[config.mk]
export PLATFORM = sky130hd
export DESIGN_NAME = rstline_hub
export DESIGN_NICKNAME = d
export VERILOG_FILES = /design/src/rtl/rstline_pkg.sv /design/src/rtl/rstline_decode.sv /design/src/rtl/rstline_cell.sv /design/src/rtl/rstline_bank.sv /design/src/rtl/rstline_hub.sv
export SDC_FILE = /design/constraint.sdc
export NUM_CORES = 2
export LEC_CHECK = 0
export ABC_AREA = 1
export BUFFER_PORTS_ARGS = -buffer_cell sky130_fd_sc_hd__buf_2
export CAP_MARGIN = 20
export CORE_ASPECT_RATIO = 1.75
export CORE_MARGIN = 10
export CORE_UTILIZATION = 40
export DETAILED_ROUTE_END_ITERATION = 8
export PLACE_DENSITY_LB_ADDON = 0.12
export RECOVER_POWER = 25
export REMOVE_ABC_BUFFERS = 1
export SLEW_MARGIN = 20
export SYNTH_ARGS = -nofsm -noshare
export SYNTH_HDL_FRONTEND = slang
export SYNTH_SLANG_ARGS = --single-unit
[constraint.sdc]
create_clock -name clk -period 2.23 [get_ports clk]
set_input_delay 0.1115 -clock clk [delete_from_list [all_inputs] [get_ports clk]]
set_output_delay 0.1115 -clock clk [all_outputs]
set_load 0.02 [all_outputs]
[src/rtl/rstline_pkg.sv]
package rstline_pkg;
    localparam int LINES_PER_BANK = 32;
    localparam int BANK_STRIDE    = 24;
    localparam int OFF_ASSERT     = 0;
    localparam int OFF_RELEASE    = 4;
    localparam int OFF_STATUS     = 8;

    typedef enum logic [1:0] {
        LN_HELD   = 2'd0,
        LN_SETTLE = 2'd1,
        LN_READY  = 2'd2
    } line_state_e;
endpackage

[src/rtl/rstline_decode.sv]
module rstline_decode
    import rstline_pkg::*;
#(
    parameter int NUM_BANKS = 2,
    parameter int ADDR_W    = 8,
    parameter int BANK_W    = 1
) (
    input  logic                 clk,
    input  logic                 rst_n,
    input  logic [ADDR_W-1:0]    addr_i,
    input  logic                 we_i,
    output logic [NUM_BANKS-1:0] set_we_o,
    output logic [NUM_BANKS-1:0] clr_we_o,
    output logic                 rd_hit_o,
    output logic [BANK_W-1:0]    rd_bank_o
);
    int bank_idx;
    int offs;

    always_comb begin
        set_we_o  = '0;
        clr_we_o  = '0;
        rd_hit_o  = 1'b0;
        rd_bank_o = '0;
        bank_idx  = int'(addr_i) / BANK_STRIDE;
        offs      = int'(addr_i) % BANK_STRIDE;
        if (bank_idx < NUM_BANKS) begin
            rd_bank_o = BANK_W'(bank_idx);
            rd_hit_o  = (offs == OFF_STATUS);
            if (we_i && offs == OFF_ASSERT)  set_we_o[BANK_W'(bank_idx)] = 1'b1;
            if (we_i && offs == OFF_RELEASE) clr_we_o[BANK_W'(bank_idx)] = 1'b1;
        end
    end

    // At most one bank strobed per write, and never both words at once
    assert_one_set_R2: assert property (@(posedge clk) disable iff (!rst_n)
        $onehot0(set_we_o));
    assert_one_clr_R2: assert property (@(posedge clk) disable iff (!rst_n)
        $onehot0(clr_we_o));
    assert_no_dual_R2: assert property (@(posedge clk) disable iff (!rst_n)
        !((|set_we_o) && (|clr_we_o)));
    // No strobe without a bus write
    assert_idle_quiet_R6: assert property (@(posedge clk) disable iff (!rst_n)
        !we_i |-> (set_we_o == '0 && clr_we_o == '0));
endmodule

[src/rtl/rstline_cell.sv]
module rstline_cell
    import rstline_pkg::*;
#(
    parameter int SETTLE_CYCLES = 1750
) (
    input  logic clk,
    input  logic rst_n,
    input  logic set_i,
    input  logic clr_i,
    output logic line_o,
    output logic ready_o
);
    localparam int CNT_W = $clog2(SETTLE_CYCLES + 1);
    localparam logic [CNT_W-1:0] LAST = CNT_W'(SETTLE_CYCLES - 1);

    line_state_e      st_q, st_d;
    logic [CNT_W-1:0] cnt_q, cnt_d;

    always_comb begin
        st_d  = st_q;
        cnt_d = cnt_q;
        unique case (st_q)
            LN_HELD: begin
                if (clr_i && !set_i) begin
                    st_d  = LN_SETTLE;
                    cnt_d = '0;
                end
            end
            LN_SETTLE: begin
                if (set_i)              st_d  = LN_HELD;
                else if (cnt_q == LAST) st_d  = LN_READY;
                else                    cnt_d = cnt_q + 1'b1;
            end
            LN_READY: begin
                if (set_i) st_d = LN_HELD;
            end
            default: st_d = LN_HELD;
        endcase
    end

    always_ff @(posedge clk or negedge rst_n) begin
        if (!rst_n) begin
            st_q  <= LN_HELD;
            cnt_q <= '0;
        end else begin
            st_q  <= st_d;
            cnt_q <= cnt_d;
        end
    end

    always_comb begin
        unique case (st_q)
            LN_HELD:   begin line_o = 1'b1; ready_o = 1'b0; end
            LN_SETTLE: begin line_o = 1'b0; ready_o = 1'b0; end
            LN_READY:  begin line_o = 1'b0; ready_o = 1'b1; end
            default:   begin line_o = 1'b1; ready_o = 1'b0; end
        endcase
    end

    assert_set_holds_R3: assert property (@(posedge clk) disable iff (!rst_n)
        set_i |=> line_o);
    assert_clr_frees_R4: assert property (@(posedge clk) disable iff (!rst_n)
        (clr_i && !set_i) |=> !line_o);
    assert_quiet_stable_R6: assert property (@(posedge clk) disable iff (!rst_n)
        (!set_i && !clr_i) |=> $stable(line_o));
    assert_ready_drop_R9: assert property (@(posedge clk) disable iff (!rst_n)
        set_i |=> !ready_o);
    assert_ready_after_free_R8: assert property (@(posedge clk) disable iff (!rst_n)
        $rose(ready_o) |-> ($past(!line_o) && !line_o));
    assert_ready_kept_R10: assert property (@(posedge clk) disable iff (!rst_n)
        (ready_o && !set_i) |=> ready_o);
endmodule

[src/rtl/rstline_bank.sv]
module rstline_bank
    import rstline_pkg::*;
#(
    parameter int SETTLE_CYCLES = 1750
) (
    input  logic                      clk,
    input  logic                      rst_n,
    input  logic                      set_stb_i,
    input  logic                      clr_stb_i,
    input  logic [LINES_PER_BANK-1:0] mask_i,
    output logic [LINES_PER_BANK-1:0] line_o,
    output logic [LINES_PER_BANK-1:0] ready_o
);
    for (genvar g = 0; g < LINES_PER_BANK; g++) begin : g_line
        rstline_cell #(.SETTLE_CYCLES(SETTLE_CYCLES)) u_cell (
            .clk     (clk),
            .rst_n   (rst_n),
            .set_i   (set_stb_i & mask_i[g]),
            .clr_i   (clr_stb_i & mask_i[g]),
            .line_o  (line_o[g]),
            .ready_o (ready_o[g])
        );
    end
endmodule

[src/rtl/rstline_hub.sv]
module rstline_hub
    import rstline_pkg::*;
#(
    parameter int NUM_BANKS = 2,
    parameter int ADDR_W    = 8,
    parameter int CLK_MHZ   = 125,
    parameter int SETTLE_US = 14
) (
    input  logic                                clk,
    input  logic                                rst_n,
    input  logic [ADDR_W-1:0]                   bus_addr,
    input  logic [31:0]                         bus_wdata,
    input  logic                                bus_we,
    output logic [31:0]                         bus_rdata,
    output logic [NUM_BANKS*LINES_PER_BANK-1:0] rst_out,
    output logic [NUM_BANKS*LINES_PER_BANK-1:0] ready_out
);
    localparam int SETTLE_CYCLES = CLK_MHZ * SETTLE_US;
    localparam int BANK_W        = (NUM_BANKS > 1) ? $clog2(NUM_BANKS) : 1;

    logic [NUM_BANKS-1:0]      set_we, clr_we;
    logic                      rd_hit;
    logic [BANK_W-1:0]         rd_bank;
    logic [LINES_PER_BANK-1:0] bank_line [NUM_BANKS];

    rstline_decode #(
        .NUM_BANKS (NUM_BANKS),
        .ADDR_W    (ADDR_W),
        .BANK_W    (BANK_W)
    ) u_dec (
        .clk       (clk),
        .rst_n     (rst_n),
        .addr_i    (bus_addr),
        .we_i      (bus_we),
        .set_we_o  (set_we),
        .clr_we_o  (clr_we),
        .rd_hit_o  (rd_hit),
        .rd_bank_o (rd_bank)
    );

    for (genvar b = 0; b < NUM_BANKS; b++) begin : g_bank
        rstline_bank #(.SETTLE_CYCLES(SETTLE_CYCLES)) u_bank (
            .clk       (clk),
            .rst_n     (rst_n),
            .set_stb_i (set_we[b]),
            .clr_stb_i (clr_we[b]),
            .mask_i    (bus_wdata),
            .line_o    (bank_line[b]),
            .ready_o   (ready_out[b*LINES_PER_BANK +: LINES_PER_BANK])
        );
        assign rst_out[b*LINES_PER_BANK +: LINES_PER_BANK] = bank_line[b];
    end

    assign bus_rdata = rd_hit ? bank_line[rd_bank] : '0;

    // Reads that miss every status word return zero
    assert_miss_zero_R6: assert property (@(posedge clk) disable iff (!rst_n)
        (int'(bus_addr) >= NUM_BANKS * BANK_STRIDE) |-> (bus_rdata == '0));
    // Lines never change without a bus write
    assert_no_write_stable_R6: assert property (@(posedge clk) disable iff (!rst_n)
        !bus_we |=> $stable(rst_out));
endmodule

==> qor.txt <==
post-synthesis sequential area ratio: 0.415
VDD IR max: 0.854 mV
worst slew pin tran: 1.17 ns
Worst Setup Start Kind: primary input
Worst Setup End Kind: output pin
Die W: 288 µm
dominant cell type by area after synthesis: dfrtp_1
violated checks: negative setup slack
initial antenna violation count: 9
Residual DRC: 0
clock-pin slew on the worst setup and hold paths: 0.07 ns
Fmax: 0.393 GHz
largest net degree at the start of global routing: 78
register area: 0.0208 mm²
drt total wl: 136000 µm
Final Skew: 0.0207 ns
initial core utilization: 0.404
MaxCap Viol Count: 0
RSZ-0062 raised after global routing: true
NumNets Final: 7120
die footprint: 0.141 mm²
outcome: finished, violations left
number of global-route vias before repair: 42900
number of buffers created by CTS: 89
initial detailed-routing violation count: 1939
most common cell after layout, fill and taps aside: nand2_1
final RePlAce weighted congestion: 0.847
worst-skew pair later-pin latency: 0.69 ns
layout cells sized above 1: 0.213
final antenna-violating net count: 0
wire per inst: 16.1 µm
Cells after DPL: 8130
Final Hold Viols: 0
Critical Path AT: 2.43 ns
post-layout minimum cycle time: 2.55 ns
fin crit share: 1.14
vias: 42200
Slew Limit Fails: 0
TritonCTS clock tree: built
static leakage: 29.7 nW
number of buffers added on ports: 202
core area: 0.124 mm²
Cell variety after synth: 40
CTS Root Cell: clkbuf_16
synthesized area: 0.0502 mm²
crit-path max FO: 5
Yosys top cell area share: 0.415
relative slew slack: 0.219
first-pass GRT wire length: 218000 µm
clk buf depth: 3
area of the multi-input gates: 0.0279 mm²
global route overflow: 0
vias per cell: 5.00
Ys Warns: 0
CP Data Required Time: 2.12 ns
Non-Filler Instances: 8443
post-route setup slack: -0.315 ns
syn_area_per_cell: 8.09 µm²
most frequent cells in the layout: nand2_1, dfrtp_1, nor2_1
die span in y: 488 µm
I/O pins: 203
Total GRT Usage: 0.189
placed wire-length estimate: 94200 µm
Post-Place Setup Slack: -1.08 ns
Final setup viols: 397
number of H-tree levels: 3
Synth Instances: 6200
FILL cells: 11900
Pre-Repair DR Iteration Count: 5
top cells by area, synth: dfrtp_1, nand2_1, ha_1
critical path type: in -> out
hold crit path type: in -> reg
area delta synth->final: 25.4%
Layout Utilization: 0.506
Power Density: 904 mW/mm²
clock sinks: 832
#FFs+latches synth: 832
row cnt: 171
routing by layer:
metal,track usage,routed length [µm]
met1,0.221,55800
met2,0.347,71000
met3,0.0272,5160
met4,0.0608,3880
met5,0,45
repair_timing:
item | CTS | global route
gates resized for setup | 445 | 580
pin swaps | 128 | 264
cloned | 29 | 14
buffers inserted | 64 | 30
endpoints found under the hold margin | 1034 | 0
setup endpoints to repair | 402 | 510
hold buffers | 34 | 0
cells in the mapped netlist:
master,count
or3_1,1
inv_1,606
nor2_1,649
nor3b_1,29
buf_1,9
and2_1,11
a31oi_1,4
a21oi_1,140
nand3b_1,10
inv_2,1
nand3_1,710
or2_2,7
xnor2_1,166
o21ba_2,1
clkbuf_1,81
nor2_2,2
nor3b_4,1
and3_1,10
dfrtp_1,832
o41ai_1,13
nand4_1,220
o21ai_0,53
clkinv_1,1
buf_2,44
nand3_2,5
a41oi_1,4
nor3_1,89
nor2_4,2
o31ai_1,14
o21ai_1,2
ha_1,353
buf_6,4
nand2_1,1465
or4_1,11
mux2i_1,21
nand2_2,1
buf_4,163
a311oi_1,1
nor4_1,64
xor2_1,400
cells by family after synthesis:
logic type                 Yosys count  share of synthesized area
AOI/OAI and AO/OA                  232                     0.0254
xor gates and xnor gates           566                     0.0988
adders and majority gates          353                     0.0880
buffers and inverters              909                     0.0819
DFF                                832                      0.415
muxes                               21                    0.00419
and+or+nand+nor                   3287                      0.287
layout make-up:
cell class	instances	area share
multi-input cells	4462	0.443
flip-flops and latches	832	0.331
repair buffers	731	0.109
clock buffers	127	0.0415
inverters	608	0.0364
well taps	1643	0.0327
clock inverters	35	0.00676
diodes	5	0.000199
power by group:
group          total [mW]  switching, mW  leakage, nW  internal, mW
logic                24.2           14.9         16.6          9.31
clock network        15.7           6.61         1.51          9.09
registers            17.0           1.03         11.5          16.0
total                56.9           22.5         29.7          34.4
worst paths after layout:
| kind | end | slack, ns | cells past startpoint | from |
|---|---|---|---|---|
| min in group asynchronous | g_bank[0].u_bank.g_line[3].u_cell.cnt_q[1] | 0.77 | 3 | rst_n |
| max in group asynchronous | g_bank[1].u_bank.g_line[28].u_cell.cnt_q[4] | 0.27 | 4 | rst_n |
| hold reg to reg | g_bank[1].u_bank.g_line[26].u_cell.cnt_q[10] | 0.46 | 1 | g_bank[1].u_bank.g_line[26].u_cell.cnt_q[10] |
| hold / removal | g_bank[0].u_bank.g_line[26].u_cell.st_q[0] | 0.28 | 7 | bus_addr[3] |
| setup reg to reg | g_bank[1].u_bank.g_line[22].u_cell.cnt_q[10] | 0.03 | 12 | g_bank[1].u_bank.g_line[22].u_cell.cnt_q[0] |
| setup / recovery | bus_rdata[5] | -0.32 | 20 | bus_addr[7] |
flip-flops by register name, summed over array words and instances, names as in the netlist:
signal / flops
g_bank.u_bank.g_line.u_cell.st_q: 128
g_bank.u_bank.g_line.u_cell.cnt_q: 704
worst max-delay path, cell delays in order:
cell	delay (ns)
buf_8	0.10
ha_4	0.26
inv_4	0.03
nand2_4	0.07
nand2_4	0.06
buf_6	0.11
nand4_1	0.09
nand3_2	0.10
nand2_2	0.10
buf_6	0.11
nand2_2	0.06
nand2_4	0.07
nand3_4	0.07
buf_6	0.13
xor2_4	0.22
nand2_8	0.11
buf_12	0.17
buf_16	0.15
a21oi_2	0.12
buf_4	0.15
metrics by stage:
| step | total power [mW] | area (µm²) | TNS (ns) | hold slack, ns |
|---|---|---|---|---|
| final | 56.9 | 62900 | -56.33 | 0.285 |
| after global routing | 60.3 | 62900 | -123.10 | 0.325 |
| after global placement | 35.5 | 54900 | -361.01 | 0.0696 |
| after floorplan | 26.5 | 48300 | -921.36 | -0.184 |
| after CTS | 54.1 | 61000 | -89.08 | 0.118 |
| after detailed placement | 35.5 | 54900 | -383.55 | 0.0722 |
(Power assumes the default switching activity.)
